File: src/rtl/mtmr_pkg.sv
// Shared definitions for the multi-mode timer: mode encoding, register
// addresses and control-register layout. Assumes a 2-bit register address.
package mtmr_pkg;
    typedef enum logic [1:0] {
        MD_DIVCLK = 2'b00,
        MD_TOGGLE = 2'b01,
        MD_EDGES  = 2'b10,
        MD_WIDTH  = 2'b11
    } mtmr_mode_e;

    localparam logic [1:0] ADDR_COUNT = 2'd0;
    localparam logic [1:0] ADDR_CTRL  = 2'd1;
    localparam logic [1:0] ADDR_FLAG  = 2'd2;

    localparam int CTRL_BITS = 4;
    localparam int CTRL_ES   = 2;
    localparam int CTRL_STOP = 3;
endpackage

File: src/rtl/mtmr_pin_sync.sv
// Synchronizes an asynchronous pin through STAGES flops and detects edges
// between the last synchronizer flop and one extra history flop.
// Assumes the pin may change at any time; all flops clear to 0 on reset.
module mtmr_pin_sync #(
    parameter int STAGES = 2
) (
    input  logic clk,
    input  logic rst_n,
    input  logic pin,
    output logic lvl,
    output logic rise,
    output logic fall
);
    localparam int DEPTH = STAGES + 1;

    logic [DEPTH-1:0] sh_q;

    // Shift the pin through the synchronizer and history stage.
    always_ff @(posedge clk) begin
        if (!rst_n) sh_q <= '0;
        else        sh_q <= {sh_q[DEPTH-2:0], pin};
    end

    // Derive level and one-cycle edge strobes from the synchronized samples.
    always_comb begin
        lvl  = sh_q[STAGES-1];
        rise = sh_q[STAGES-1] & ~sh_q[STAGES];
        fall = ~sh_q[STAGES-1] & sh_q[STAGES];
    end
endmodule

File: src/rtl/mtmr_prescaler.sv
// Free-running prescaler: emits a one-cycle tick on every DIV-th enabled
// cycle. Assumes DIV >= 2; cleared synchronously by reset.
module mtmr_prescaler #(
    parameter int DIV = 16
) (
    input  logic clk,
    input  logic rst_n,
    input  logic ce,
    output logic tick
);
    localparam int W = $clog2(DIV);
    localparam logic [W-1:0] LAST = W'(DIV - 1);

    logic [W-1:0] pre_q;

    // Advance the prescale count on each enabled cycle, wrapping at LAST.
    always_ff @(posedge clk) begin
        if (!rst_n)  pre_q <= '0;
        else if (ce) pre_q <= (pre_q == LAST) ? '0 : pre_q + 1'b1;
    end

    // Tick on the enabled cycle that wraps the prescaler.
    always_comb tick = ce && (pre_q == LAST);
endmodule

File: src/rtl/mtmr_src_sel.sv
// Chooses the count pulse source from the mode and edge-select bit, and
// gates it with the stop bit. Purely combinational.
module mtmr_src_sel
    import mtmr_pkg::*;
(
    input  mtmr_mode_e mode,
    input  logic       edge_sel,
    input  logic       halted,
    input  logic       tick,
    input  logic       lvl,
    input  logic       rise,
    input  logic       fall,
    output logic       pulse
);
    // Select the count pulse for the active mode.
    always_comb begin
        unique case (mode)
            MD_DIVCLK: pulse = tick;
            MD_TOGGLE: pulse = tick;
            MD_EDGES:  pulse = edge_sel ? fall : rise;
            MD_WIDTH:  pulse = tick && (lvl != edge_sel);
            default:   pulse = 1'b0;
        endcase
        if (halted) pulse = 1'b0;
    end
endmodule

File: src/rtl/mtmr_reload_cnt.sv
// Down-counter with reload latch. A pulse at zero reloads and flags an
// underflow. A latch write while halted also loads the count. Assumes
// pulse is already low when halted.
module mtmr_reload_cnt #(
    parameter int W = 8
) (
    input  logic         clk,
    input  logic         rst_n,
    input  logic         pulse,
    input  logic         halted,
    input  logic         ld_en,
    input  logic [W-1:0] ld_data,
    output logic [W-1:0] count,
    output logic         uf
);
    logic [W-1:0] cnt_q;
    logic [W-1:0] lat_q;

    // Hold the reload value written by software.
    always_ff @(posedge clk) begin
        if (!rst_n)     lat_q <= '1;
        else if (ld_en) lat_q <= ld_data;
    end

    // Load, reload or decrement the count.
    always_ff @(posedge clk) begin
        if (!rst_n)                cnt_q <= '1;
        else if (ld_en && halted)  cnt_q <= ld_data;
        else if (pulse)            cnt_q <= (cnt_q == '0) ? lat_q : cnt_q - 1'b1;
    end

    // Expose the count and the underflow strobe.
    always_comb begin
        count = cnt_q;
        uf    = pulse && (cnt_q == '0);
    end
endmodule

File: src/rtl/mode_timer8.sv
// Top of the multi-mode reloadable timer. Holds the control register,
// request flag and pin output, and joins the synchronizer, prescaler,
// source select and counter. Assumes single-cycle write strobes.
module mode_timer8
    import mtmr_pkg::*;
#(
    parameter int WIDTH    = 8,
    parameter int PRE_DIV  = 16,
    parameter int SYNC_FFS = 2
) (
    input  logic             clk,
    input  logic             rst_n,
    input  logic             sys_ce,
    input  logic             wr_en,
    input  logic [1:0]       wr_addr,
    input  logic [WIDTH-1:0] wr_data,
    input  logic [1:0]       rd_addr,
    output logic [WIDTH-1:0] rd_data,
    input  logic             cntr_in,
    output logic             cntr_out,
    output logic             cntr_oe,
    output logic             cntr_evt,
    output logic             uf_irq
);
    logic [CTRL_BITS-1:0] ctrl_q;
    logic                 flag_q;
    logic                 out_q;
    logic                 lvl, rise, fall, tick, pulse, uf;
    logic [WIDTH-1:0]     count;
    logic                 wr_lat, wr_ctrl, wr_flag;
    mtmr_mode_e           mode;
    logic                 edge_sel, halted;

    // Decode register writes and control fields.
    always_comb begin
        wr_lat   = wr_en && (wr_addr == ADDR_COUNT);
        wr_ctrl  = wr_en && (wr_addr == ADDR_CTRL);
        wr_flag  = wr_en && (wr_addr == ADDR_FLAG);
        mode     = mtmr_mode_e'(ctrl_q[1:0]);
        edge_sel = ctrl_q[CTRL_ES];
        halted   = ctrl_q[CTRL_STOP];
    end

    mtmr_pin_sync #(.STAGES(SYNC_FFS)) u_sync (
        .clk(clk), .rst_n(rst_n), .pin(cntr_in),
        .lvl(lvl), .rise(rise), .fall(fall)
    );

    mtmr_prescaler #(.DIV(PRE_DIV)) u_pre (
        .clk(clk), .rst_n(rst_n), .ce(sys_ce), .tick(tick)
    );

    mtmr_src_sel u_sel (
        .mode(mode), .edge_sel(edge_sel), .halted(halted), .tick(tick),
        .lvl(lvl), .rise(rise), .fall(fall), .pulse(pulse)
    );

    mtmr_reload_cnt #(.W(WIDTH)) u_cnt (
        .clk(clk), .rst_n(rst_n), .pulse(pulse), .halted(halted),
        .ld_en(wr_lat), .ld_data(wr_data), .count(count), .uf(uf)
    );

    // Store the 4 implemented control bits.
    always_ff @(posedge clk) begin
        if (!rst_n)       ctrl_q <= '0;
        else if (wr_ctrl) ctrl_q <= wr_data[CTRL_BITS-1:0];
    end

    // Sticky request flag: underflow sets, a write of 0 clears, set wins.
    always_ff @(posedge clk) begin
        if (!rst_n)                      flag_q <= 1'b0;
        else if (uf)                     flag_q <= 1'b1;
        else if (wr_flag && !wr_data[0]) flag_q <= 1'b0;
    end

    // Pin output: preset from edge-select on control writes, toggle on underflow.
    always_ff @(posedge clk) begin
        if (!rst_n)                        out_q <= 1'b1;
        else if (wr_ctrl)                  out_q <= ~wr_data[CTRL_ES];
        else if (mode == MD_TOGGLE && uf)  out_q <= ~out_q;
    end

    // Drive outputs and the read mux.
    always_comb begin
        cntr_out = out_q;
        cntr_oe  = (mode == MD_TOGGLE);
        cntr_evt = edge_sel ? rise : fall;
        uf_irq   = flag_q;
        unique case (rd_addr)
            ADDR_COUNT: rd_data = count;
            ADDR_CTRL:  rd_data = WIDTH'(ctrl_q);
            ADDR_FLAG:  rd_data = WIDTH'(flag_q);
            default:    rd_data = '0;
        endcase
    end
endmodule

File: config.mk
export PLATFORM = sky130hd
export DESIGN_NAME = mode_timer8
export DESIGN_NICKNAME = d
export VERILOG_FILES = /design/src/rtl/mtmr_pkg.sv /design/src/rtl/mtmr_pin_sync.sv /design/src/rtl/mtmr_prescaler.sv /design/src/rtl/mtmr_src_sel.sv /design/src/rtl/mtmr_reload_cnt.sv /design/src/rtl/mode_timer8.sv
export SDC_FILE = /design/constraint.sdc
export NUM_CORES = 1
export LEC_CHECK = 0
export ABC_CLOCK_PERIOD_IN_PS = 5600
export CORE_AREA = 2 2 97 71
export DETAILED_ROUTE_END_ITERATION = 8
export DIE_AREA = 0 0 99 73
export MAX_ROUTING_LAYER = met4
export PLACE_DENSITY = 0.43
export SYNTH_ARGS = -nofsm -noshare
export SYNTH_HDL_FRONTEND = slang
export SYNTH_SLANG_ARGS = --single-unit
export TNS_END_PERCENT = 20
File: constraint.sdc
create_clock -name clk -period 5.6 [get_ports clk]
set_input_delay 0.84 -clock clk [delete_from_list [all_inputs] [get_ports clk]]
set_output_delay 0.84 -clock clk [all_outputs]
set_load 0.1 [all_outputs]
# ---- After elaboration in Yosys (flattened, before gate mapping)
# Cells that the tools add are included.
dict set report totals {
  ff_bits 29
  inputBits 17
  out_inout_bits 12
  wordCells 55
}
dict set report op_classes {
  n_addsub 2
  eq_ne 9
  mux 13
  bitwise 6
  n_reduce_logical 18
}
# cell n
set ops {}
lappend ops {{8-bit 2-to-1 mux} 3}
lappend ops {{8-bit case mux with 3 select lines} 1}
lappend ops {{1-bit logical AND} 9}
lappend ops {{2-bit == test, second input constant} 4}
lappend ops {{8-bit zero test} 1}
lappend ops {{8-bit by 1-bit subtractor with 8-bit output, second input constant} 1}
lappend ops {{1-bit 2-to-1 mux} 7}
lappend ops {{2-bit by 1-bit == test with 1-bit output, second input constant} 3}
lappend ops {{2-bit zero test} 3}
lappend ops {{2-bit nonzero test} 3}
lappend ops {{4-bit by 1-bit adder with 4-bit output, second input constant} 1}
lappend ops {{4-bit == test, second input constant} 1}
lappend ops {{4-bit 2-to-1 mux} 1}
lappend ops {{1-bit inverter} 4}
lappend ops {{1-bit case mux with 3 select lines} 1}
lappend ops {{1-bit bitwise AND} 2}
lappend ops {{2-bit OR reduction} 1}
lappend ops {{1-bit zero test} 1}
lappend ops {{1-bit != test} 1}

# ---- Longest topological paths before layout
# Gate-level depths: netlist of run 1.
dict set report depth {
  depth_word 9
  depth_mapped 9
  ltp_nobuf 7
}

# ---- Cells and area by module
# From an unflattened synthesis of run 1, not the netlist that was laid out.
dict set report unflattened {
  cells_unflattened 185
  area_unflattened_um2 1577.8
}
# module n_inst cells_per_inst area_per_inst_um2 seq_area_each_um2
set by_module_without_submodules {}
lappend by_module_without_submodules {mtmr_reload_cnt 1 106 872.1 320.3}
lappend by_module_without_submodules {mode_timer8 1 46 369.1 120.1}
lappend by_module_without_submodules {mtmr_prescaler 1 19 196.4 80.1}
lappend by_module_without_submodules {mtmr_pin_sync 1 8 91.3 60.1}
lappend by_module_without_submodules {mtmr_src_sel 1 6 48.8 0.0}

# ---- Worst setup path before layout of run 1
# Ideal clock, no wire load.
dict set report synth_path {
  path_kind {input -> output}
  from {in rd_addr[0]}
  to {out rd_data[0]}
  arrival_ns 2.648
  t_required_ns 4.760
  path_slack_ns 2.112
  path_stages 3
  path_buffers 1
  path_cell_list {clkbuf_1 -> mux2i_1 -> o22ai_1}
}
dict set report synth_via {
  elab_chain_cells 2
  elab_cells_between_ends 4
  classes_between {eq/ne (2); mux (1); reduce/logical (1)}
}
# item line_no
set synth_lines {}
lappend synth_lines {{from (decl)} mode_timer8.sv:17} ;# input logic [1:0] rd_addr,
lappend synth_lines {{2-bit == test, or another cell as far along} mode_timer8.sv:89} ;# unique case (rd_addr)
lappend synth_lines {{8-bit case mux with 3 select lines *} mode_timer8.sv:89}
lappend synth_lines {{to (decl)} mode_timer8.sv:18} ;# output logic [WIDTH-1:0] rd_data,
# Every way passes the cells marked *; elsewhere a longest branch is shown, timed or not.

# ---- Worst setup path in the final report of run 1
dict set report layout_path {
  from {in rd_addr[0]}
  to {out rd_data[5]}
}
# Same word-level chain as after synthesis.

==> results.tsv, run 1 <==
stage	metric	value	unit
setup_path	critical_path_class	in2out	
logic_synthesis	yosysSeqAreaShare	0.3631	
grt	grtUsageTotal	0.1233	
setup_path	cp.required	4760	ps
placement	port_buffers	28	
power_and_ir_drop	total_power	0.4931	mW
setup_path	r2r_end	u_cnt.count[7]$_SDFFE_PN1P_	
sta	fmax	0.2638	GHz
logic_synthesis	ys.warnings.count	0	
grt	antenna_found_initial	0	
final_layout	diodes	0	
floorplan	die_y	73	um
sta	final-max-slew-violation-count	0	
final_layout	drive_gt1_frac	0.07175	
floorplan	num_rows	25	
routing	drt-pass1-iter-count	4	
sta	setup_viol	0	
outcome	status	finished clean	
sta	min_period_over_period	0.6768	
logic_synthesis	synthDominantCellAreaShare	0.3631	
routing	ant_nets	0	
routing	avgRoutedWirePerCell	13.30	um
logic_synthesis	yosys.area.top_type	dfxtp_1	
logic_synthesis	syn_area	1599	sq um
grt	grt_remaining_overflow	0	
min_path	hold_class	reg2reg	
setup_path	endpoint	rd_data[5]	
cts	ctsHoldBuffers	0	
cts	insertion_delay	280	ps
logic_synthesis	synth.avg_cell_area	8.200	sq um
grt	grt_pass1_vias	1254	
sta	relSlewSlack	0.3543	
floorplan	start_util	0.2494	
sta	min_period	3790	ps
logic_synthesis	syn-instance-count	195	
cts	htreeDepth	2	
cts	clkSlewWorstSetupHoldPaths	60	ps
floorplan	dieArea	7227	sq um
logic_synthesis	async_reset_ff_frac	0	
final_layout	multi_input_area	962.2	sq um
final_layout	fin_util	0.3212	
routing	vias	1427	
routing	wirelength	4.043	mm
final_layout	area_delta_synth_final	28.80	%
floorplan	chipWidth	99	um
routing	drt_iter0_drc	47	
cts	cts_setup_buffers	0	
flow_run	cap_violations	0	
setup_path	rrSetupSlack	3360	ps
cts	cts_tree	done	
setup_path	cp-end-kind	primary output	
power_and_ir_drop	powerDensity	239.5	nW/um^2
logic_synthesis	synthTopCellsByArea	dfxtp_1 36%, nand2_1 9.2%, and2_1 4.7%, mux2i_1 4.4%, nand3_1 4.4%	
setup_path	cpPeakStageDelay	1120	ps
cts	cts_made_buffers	5	
final_layout	fillers	671	
cts	cts_resized	0	
floorplan	fp.coreArea	6412	sq um
placement	dp_hpwl	2.928	mm
logic_synthesis	syn_nets	215	
cts	cts_sinks	29	
routing	post-route-drc-count	0	
setup_path	r2r-start	ctrl_q[2]$_SDFFE_PN0P_	
sta	tightest_slew	965.5	ps
floorplan	pin_count	29	
setup_path	crit_fanout	6	
setup_path	critPathLaunch	rd_addr[0]	
setup_path	cp_slowest_cell	clkdlybuf4s50_1	
cts	cts_root_buf	clkbuf_8	
final_layout	regArea	580.6	sq um
sta	finalHoldViolCount	0	
placement	pre_cts_slack	1737	ps
sta	grt_setup_unrepaired	no	
routing	avgViaCountPerCell	4.694	
power_and_ir_drop	ir_worst_vdd	0.07685	mV
setup_path	crit_top_cell	clkdlybuf4s50_1	
setup_path	crit_chain	clkdlybuf4s50_1 > nor2_1 > and2_1 > clkdlybuf4s50_1	
logic_synthesis	synth_edf_count	0	
grt	grt_pass1_wl	6.665	mm
logic_synthesis	ys_types	45	
grt	grt_max_degree	34	
sta	fin_ws	1810	ps
logic_synthesis	ys.flop_type	dfxtp_1	
final_layout	fin_nets	242	
power_and_ir_drop	p_leak	0.8009	nW
sta	setup_tns	0	ps
setup_path	r2r_cells	5	
placement	place_congestion	0.7106	
logic_synthesis	yosys_register_bits	29	
setup_path	worst_setup_path_start_kind	input pin	
setup_path	cp.arrival	2950	ps
cts	cts_max_path_buffers	2	
sta	fin_skew	6.296	ps
[Yosys cell counts (3+ instances only)]
| cell | n |
|---|---|
| clkbuf_1 | 10 |
| o21ai_0 | 6 |
| and2_1 | 12 |
| a21boi_0 | 5 |
| dfxtp_1 | 29 |
| nand2_1 | 39 |
| xnor2_1 | 3 |
| nor2_1 | 6 |
| nand2b_1 | 3 |
| mux2i_1 | 7 |
| a21oi_1 | 3 |
| inv_1 | 5 |
| nor3_1 | 7 |
| ha_1 | 3 |
| nand3_1 | 14 |
| nor3b_1 | 4 |
| o2111ai_1 | 4 |
[layer usage]
| layer | GRT usage | wire length [um] | vias to the layer above |
|---|---|---|---|
| met2 | 0.1502 | 1546 | 42 |
| li1 | - | - | 752 |
| met4 | 0.04110 | 57 | 0 |
| met3 | 0.02682 | 252 | 7 |
| met5 | - | 0 | - |
| met1 | 0.1927 | 2187 | 626 |
[layout by cell type, fill, tap and decap left out, types with 3 or more instances in the layout]
master and n:
ha_1 3, a21oi_1 3, nor3b_1 4, nand3_1 14, nor3_1 7, inv_1 5, and2_1 12, clkbuf_8 7
clkdlybuf4s50_1 28, dfxtp_1 29, a21boi_0 5, nand2_1 39, nand2b_1 3, nor2_1 6, o21ai_0 6, xnor2_1 3
o2111ai_1 4, mux2i_1 7
[cells by family (layout without fill, tap and decap cells)]
| logic type | after synthesis | count (layout) | synth area share |
|---|---|---|---|
| simple gates | 103 | 103 | 0.3419 |
| xor+xnor | 5 | 5 | 0.02739 |
| buf+inv | 15 | 43 | 0.03522 |
| flops | 29 | 29 | 0.3631 |
| fa+ha+maj | 3 | 3 | 0.02348 |
| mux | 9 | 9 | 0.05790 |
| compound gates | 31 | 31 | 0.1510 |
[layout make-up]
cell class              instances  share of cell area
multi-input cells             151              0.4672
flip-flops and latches         29              0.2819
repair buffers                 30              0.1434
well taps                      81             0.04921
clock buffers                   7             0.04678
inverters                       5            0.009113
clock inverters                 1            0.002430
[registers in the layout, summed over array words and instances, names as in the netlist]
name	cells
cntr_out	1
u_cnt.count	8
u_pre.pre_q	4
ctrl_q	4
u_sync.sh_q	3
uf_irq	1
u_cnt.lat_q	8
[worst min path at each step]
stage	depth (start not counted)	startpoint	to
after floorplan	1	u_sync.sh_q[0]$_SDFF_PN0_	u_sync.sh_q[1]$_SDFF_PN0_
after global placement	1	u_sync.sh_q[0]$_SDFF_PN0_	u_sync.sh_q[1]$_SDFF_PN0_
after detailed placement	1	u_sync.sh_q[0]$_SDFF_PN0_	u_sync.sh_q[1]$_SDFF_PN0_
after CTS	1	u_sync.sh_q[0]$_SDFF_PN0_	u_sync.sh_q[1]$_SDFF_PN0_
after global routing	1	u_sync.sh_q[0]$_SDFF_PN0_	u_sync.sh_q[1]$_SDFF_PN0_
final	1	u_sync.sh_q[0]$_SDFF_PN0_	u_sync.sh_q[1]$_SDFF_PN0_
[report_power, final]
part           internal [mW]  switching [mW]  leakage (nW)
clock network          0.111          0.0803        0.0542
logic                 0.0299          0.0526         0.510
registers              0.213         0.00614         0.237
total                  0.354           0.139         0.801
[metrics by stage]
step,hold slack (ps),area [sq um],cells
2_1_floorplan,405.7,1599,195
3_3_place_gp,410.7,1958,296
3_5_place_dp,409.7,1958,296
4_1_cts,425.2,2059,304
5_1_grt,451.3,2059,304
6_report,425.7,2059,304
[worst max-delay path, delay by kind of cell]
kind	cells	cell delay (ps)
buf+inv	2	1670
simple gates	2	440
(Power assumes the default switching activity.)
==> run 2, diff against run 1 <==
--- a/config.mk
+++ b/config.mk
@@ -5,7 +5,7 @@
 export SDC_FILE = /design/constraint.sdc
 export NUM_CORES = 1
 export LEC_CHECK = 0
-export ABC_CLOCK_PERIOD_IN_PS = 5600
+export ABC_CLOCK_PERIOD_IN_PS = 3500
 export CORE_AREA = 2 2 97 71
 export DETAILED_ROUTE_END_ITERATION = 8
 export DIE_AREA = 0 0 99 73
==> constraint.sdc (replaced) <==
create_clock -name clk -period 3.5 [get_ports clk]
set_input_delay 0.525 -clock clk [delete_from_list [all_inputs] [get_ports clk]]
set_output_delay 0.525 -clock clk [all_outputs]
set_load 0.1 [all_outputs]
==> run 2 against run 1 <==
Effect of this change: sequential cell count unchanged; critical endpoint is now rd_data[7]; sequential share of layout area up 0.56 points; utilization down 0.62 points; global-route usage up 0.43 points; final area down 1.9%; combinational power up 59%; setup slack worse by 650 ps; clock power up 48%; critical path depth unchanged; power up 55%; clock skew down 3.8 ps.
==> results.tsv, run 2 (synthesis results as in run 1) <==
stage	metric	value	unit	change
setup_path	critical-path-top-delay-family	buffers and inverters		unchanged
routing	post-route-drc-count	0		unchanged
cts	cts_setup_buffers	0		unchanged
routing	drt_iter0_drc	35		was 47
setup_path	r2r_cells	5		unchanged
floorplan	num_rows	25		unchanged
final_layout	area_delta_synth_final	26.29	%	was 28.80%
final_layout	diodes	0		unchanged
setup_path	crit_fanout	6		unchanged
placement	port_buffers	28		unchanged
routing	avgRoutedWirePerCell	13.75	um	was 13.30 um
cts	cts_sinks	29		unchanged
placement	place_area	1933	sq um	was 1958 sq um
setup_path	cpPeakStageDelay	560	ps	was 1120 ps
routing	wirelength	4.167	mm	was 4.043 mm
sta	relSlewSlack	0.3556		was 0.3543
cts	cts_root_buf	clkbuf_8		unchanged
floorplan	fp.coreArea	6412	sq um	unchanged
routing	avgViaCountPerCell	4.660		was 4.694
placement	dp_hpwl	3.022	mm	was 2.928 mm
routing	drt-pass1-iter-count	4		unchanged
cts	cts_resized	0		unchanged
grt	grt_pass1_vias	1332		was 1,254
floorplan	die_y	73	um	unchanged
sta	min_period_over_period	0.6692		
floorplan	start_util	0.2494		unchanged
power_and_ir_drop	powerDensity	378.5	nW/um^2	was 239.5 nW/um^2
final_layout	fin_nets	242		unchanged
setup_path	path_depth	4		unchanged
floorplan	pin_count	29		unchanged
setup_path	worst_setup_path_start_kind	input pin		unchanged
sta	setup_viol	0		unchanged
sta	fin_skew	2.517	ps	was 6.296 ps
final_layout	regArea	580.6	sq um	unchanged
setup_path	cp.arrival	1820	ps	was 2950 ps
cts	ctsHoldBuffers	0		unchanged
flow_run	cap_violations	0		unchanged
cts	cts_max_path_buffers	2		unchanged
floorplan	chipWidth	99	um	unchanged
sta	tightest_slew	963.6	ps	was 965.5 ps
setup_path	cp_num_buf_inv	2		unchanged
final_layout	final_common_cell	nand2_1		unchanged
final_layout	multi_input_area	962.2	sq um	unchanged
grt	grt_max_degree	20		was 34
sta	min_period	2342	ps	
final_layout	postLayoutCellArea	2019	sq um	was 2059 sq um
routing	ant_nets	0		unchanged
setup_path	cp.required	2970	ps	was 4760 ps
placement	place_congestion	0.7273		was 0.7106
cts	cts_made_buffers	5		unchanged
grt	grtUsageTotal	0.1276		was 0.1233
power_and_ir_drop	ir_worst_vdd	0.1370	mV	was 0.07685 mV
setup_path	cp-end-kind	primary output		unchanged
sta	finalHoldViolCount	0		unchanged
power_and_ir_drop	total_power	0.7644	mW	was 0.4931 mW
grt	grt_remaining_overflow	0		unchanged
grt	antenna_found_initial	0		unchanged
routing	vias	1412		was 1,427
setup_path	cp_slowest_cell	clkdlybuf4s50_1		unchanged
floorplan	dieArea	7227	sq um	unchanged
setup_path	critical_path_class	in2out		unchanged
cts	cts_tree	done		unchanged
cts	clkSlewWorstSetupHoldPaths	60	ps	about the same
sta	grt_setup_unrepaired	no		unchanged
final_layout	drive_gt1_frac	0.1081		was 0.07175
min_path	hold_class	reg2reg		unchanged
outcome	status	finished clean		unchanged
sta	setup_tns	0	ps	unchanged
sta	fmax	0.4269	GHz	
min_path	worstHoldPathCells	1		unchanged
sta	final-max-slew-violation-count	0		unchanged
grt	grt_pass1_wl	6.934	mm	was 6.665 mm
final_layout	final_cell_mix	39 x nand2_1, 29 x dfxtp_1, 18 x clkdlybuf4s50_1, 14 x nand3_1		was 39 x nand2_1, 29 x dfxtp_1, 28 x clkdlybuf4s50_1, 14 x nand3_1, 12 x and2_1
final_layout	fin_util	0.3149		was 0.3212
cts	insertion_delay	280	ps	about the same
power_and_ir_drop	p_leak	0.8067	nW	was 0.8009 nW
setup_path	crit_chain	clkdlybuf4s50_1 > nor2_1 > and2_1 > buf_4		was clkdlybuf4s50_1 > nor2_1 > and2_1 > clkdlybuf4s50_1
cts	htreeDepth	2		unchanged
final_layout	fillers	688		was 671
run 2: per-stage QoR:
step                      hold WS, ps  worst slack (ps)  instances
final                           425.4              1158        303
after global routing            450.0              1021        303
after CTS                       424.8              1084        303
after detailed placement        409.7             932.5        296
after global placement          409.9             982.3        296
after floorplan                 405.7             401.8        195
run 2: layer usage:
| metal | up-vias | wire (um) | GRT usage |
|---|---|---|---|
| met3 | 5 | 171 | 0.02969 |
| met4 | 0 | 51 | 0.04110 |
| met5 | - | 0 | - |
| li1 | 746 | - | - |
| met2 | 32 | 1533 | 0.1599 |
| met1 | 629 | 2411 | 0.1952 |
run 2: layout make-up:
cell class,count,area share
flip-flops and latches,29,0.2875
multi-input cells,151,0.4765
repair buffers,30,0.1338
clock buffers,7,0.04275
well taps,81,0.05019
inverters,5,0.009294
run 2: report_power, final:
group | switching (mW) | leakage (nW) | internal, mW
logic | 0.0850 | 0.526 | 0.0457
registers | 0.00997 | 0.237 | 0.341
clock network | 0.127 | 0.0443 | 0.156
total | 0.222 | 0.807 | 0.543
run 2: worst paths after layout:
check                                                from                          end  slack, ps
worst min-delay path            u_sync.sh_q[0]$_SDFF_PN0_    u_sync.sh_q[1]$_SDFF_PN0_        430
worst min register to register  u_sync.sh_q[0]$_SDFF_PN0_    u_sync.sh_q[1]$_SDFF_PN0_        430
worst max register to register  u_sync.sh_q[1]$_SDFF_PN0_  u_cnt.count[7]$_SDFFE_PN1P_       1240
worst max-delay path                           rd_addr[0]                   rd_data[7]       1160
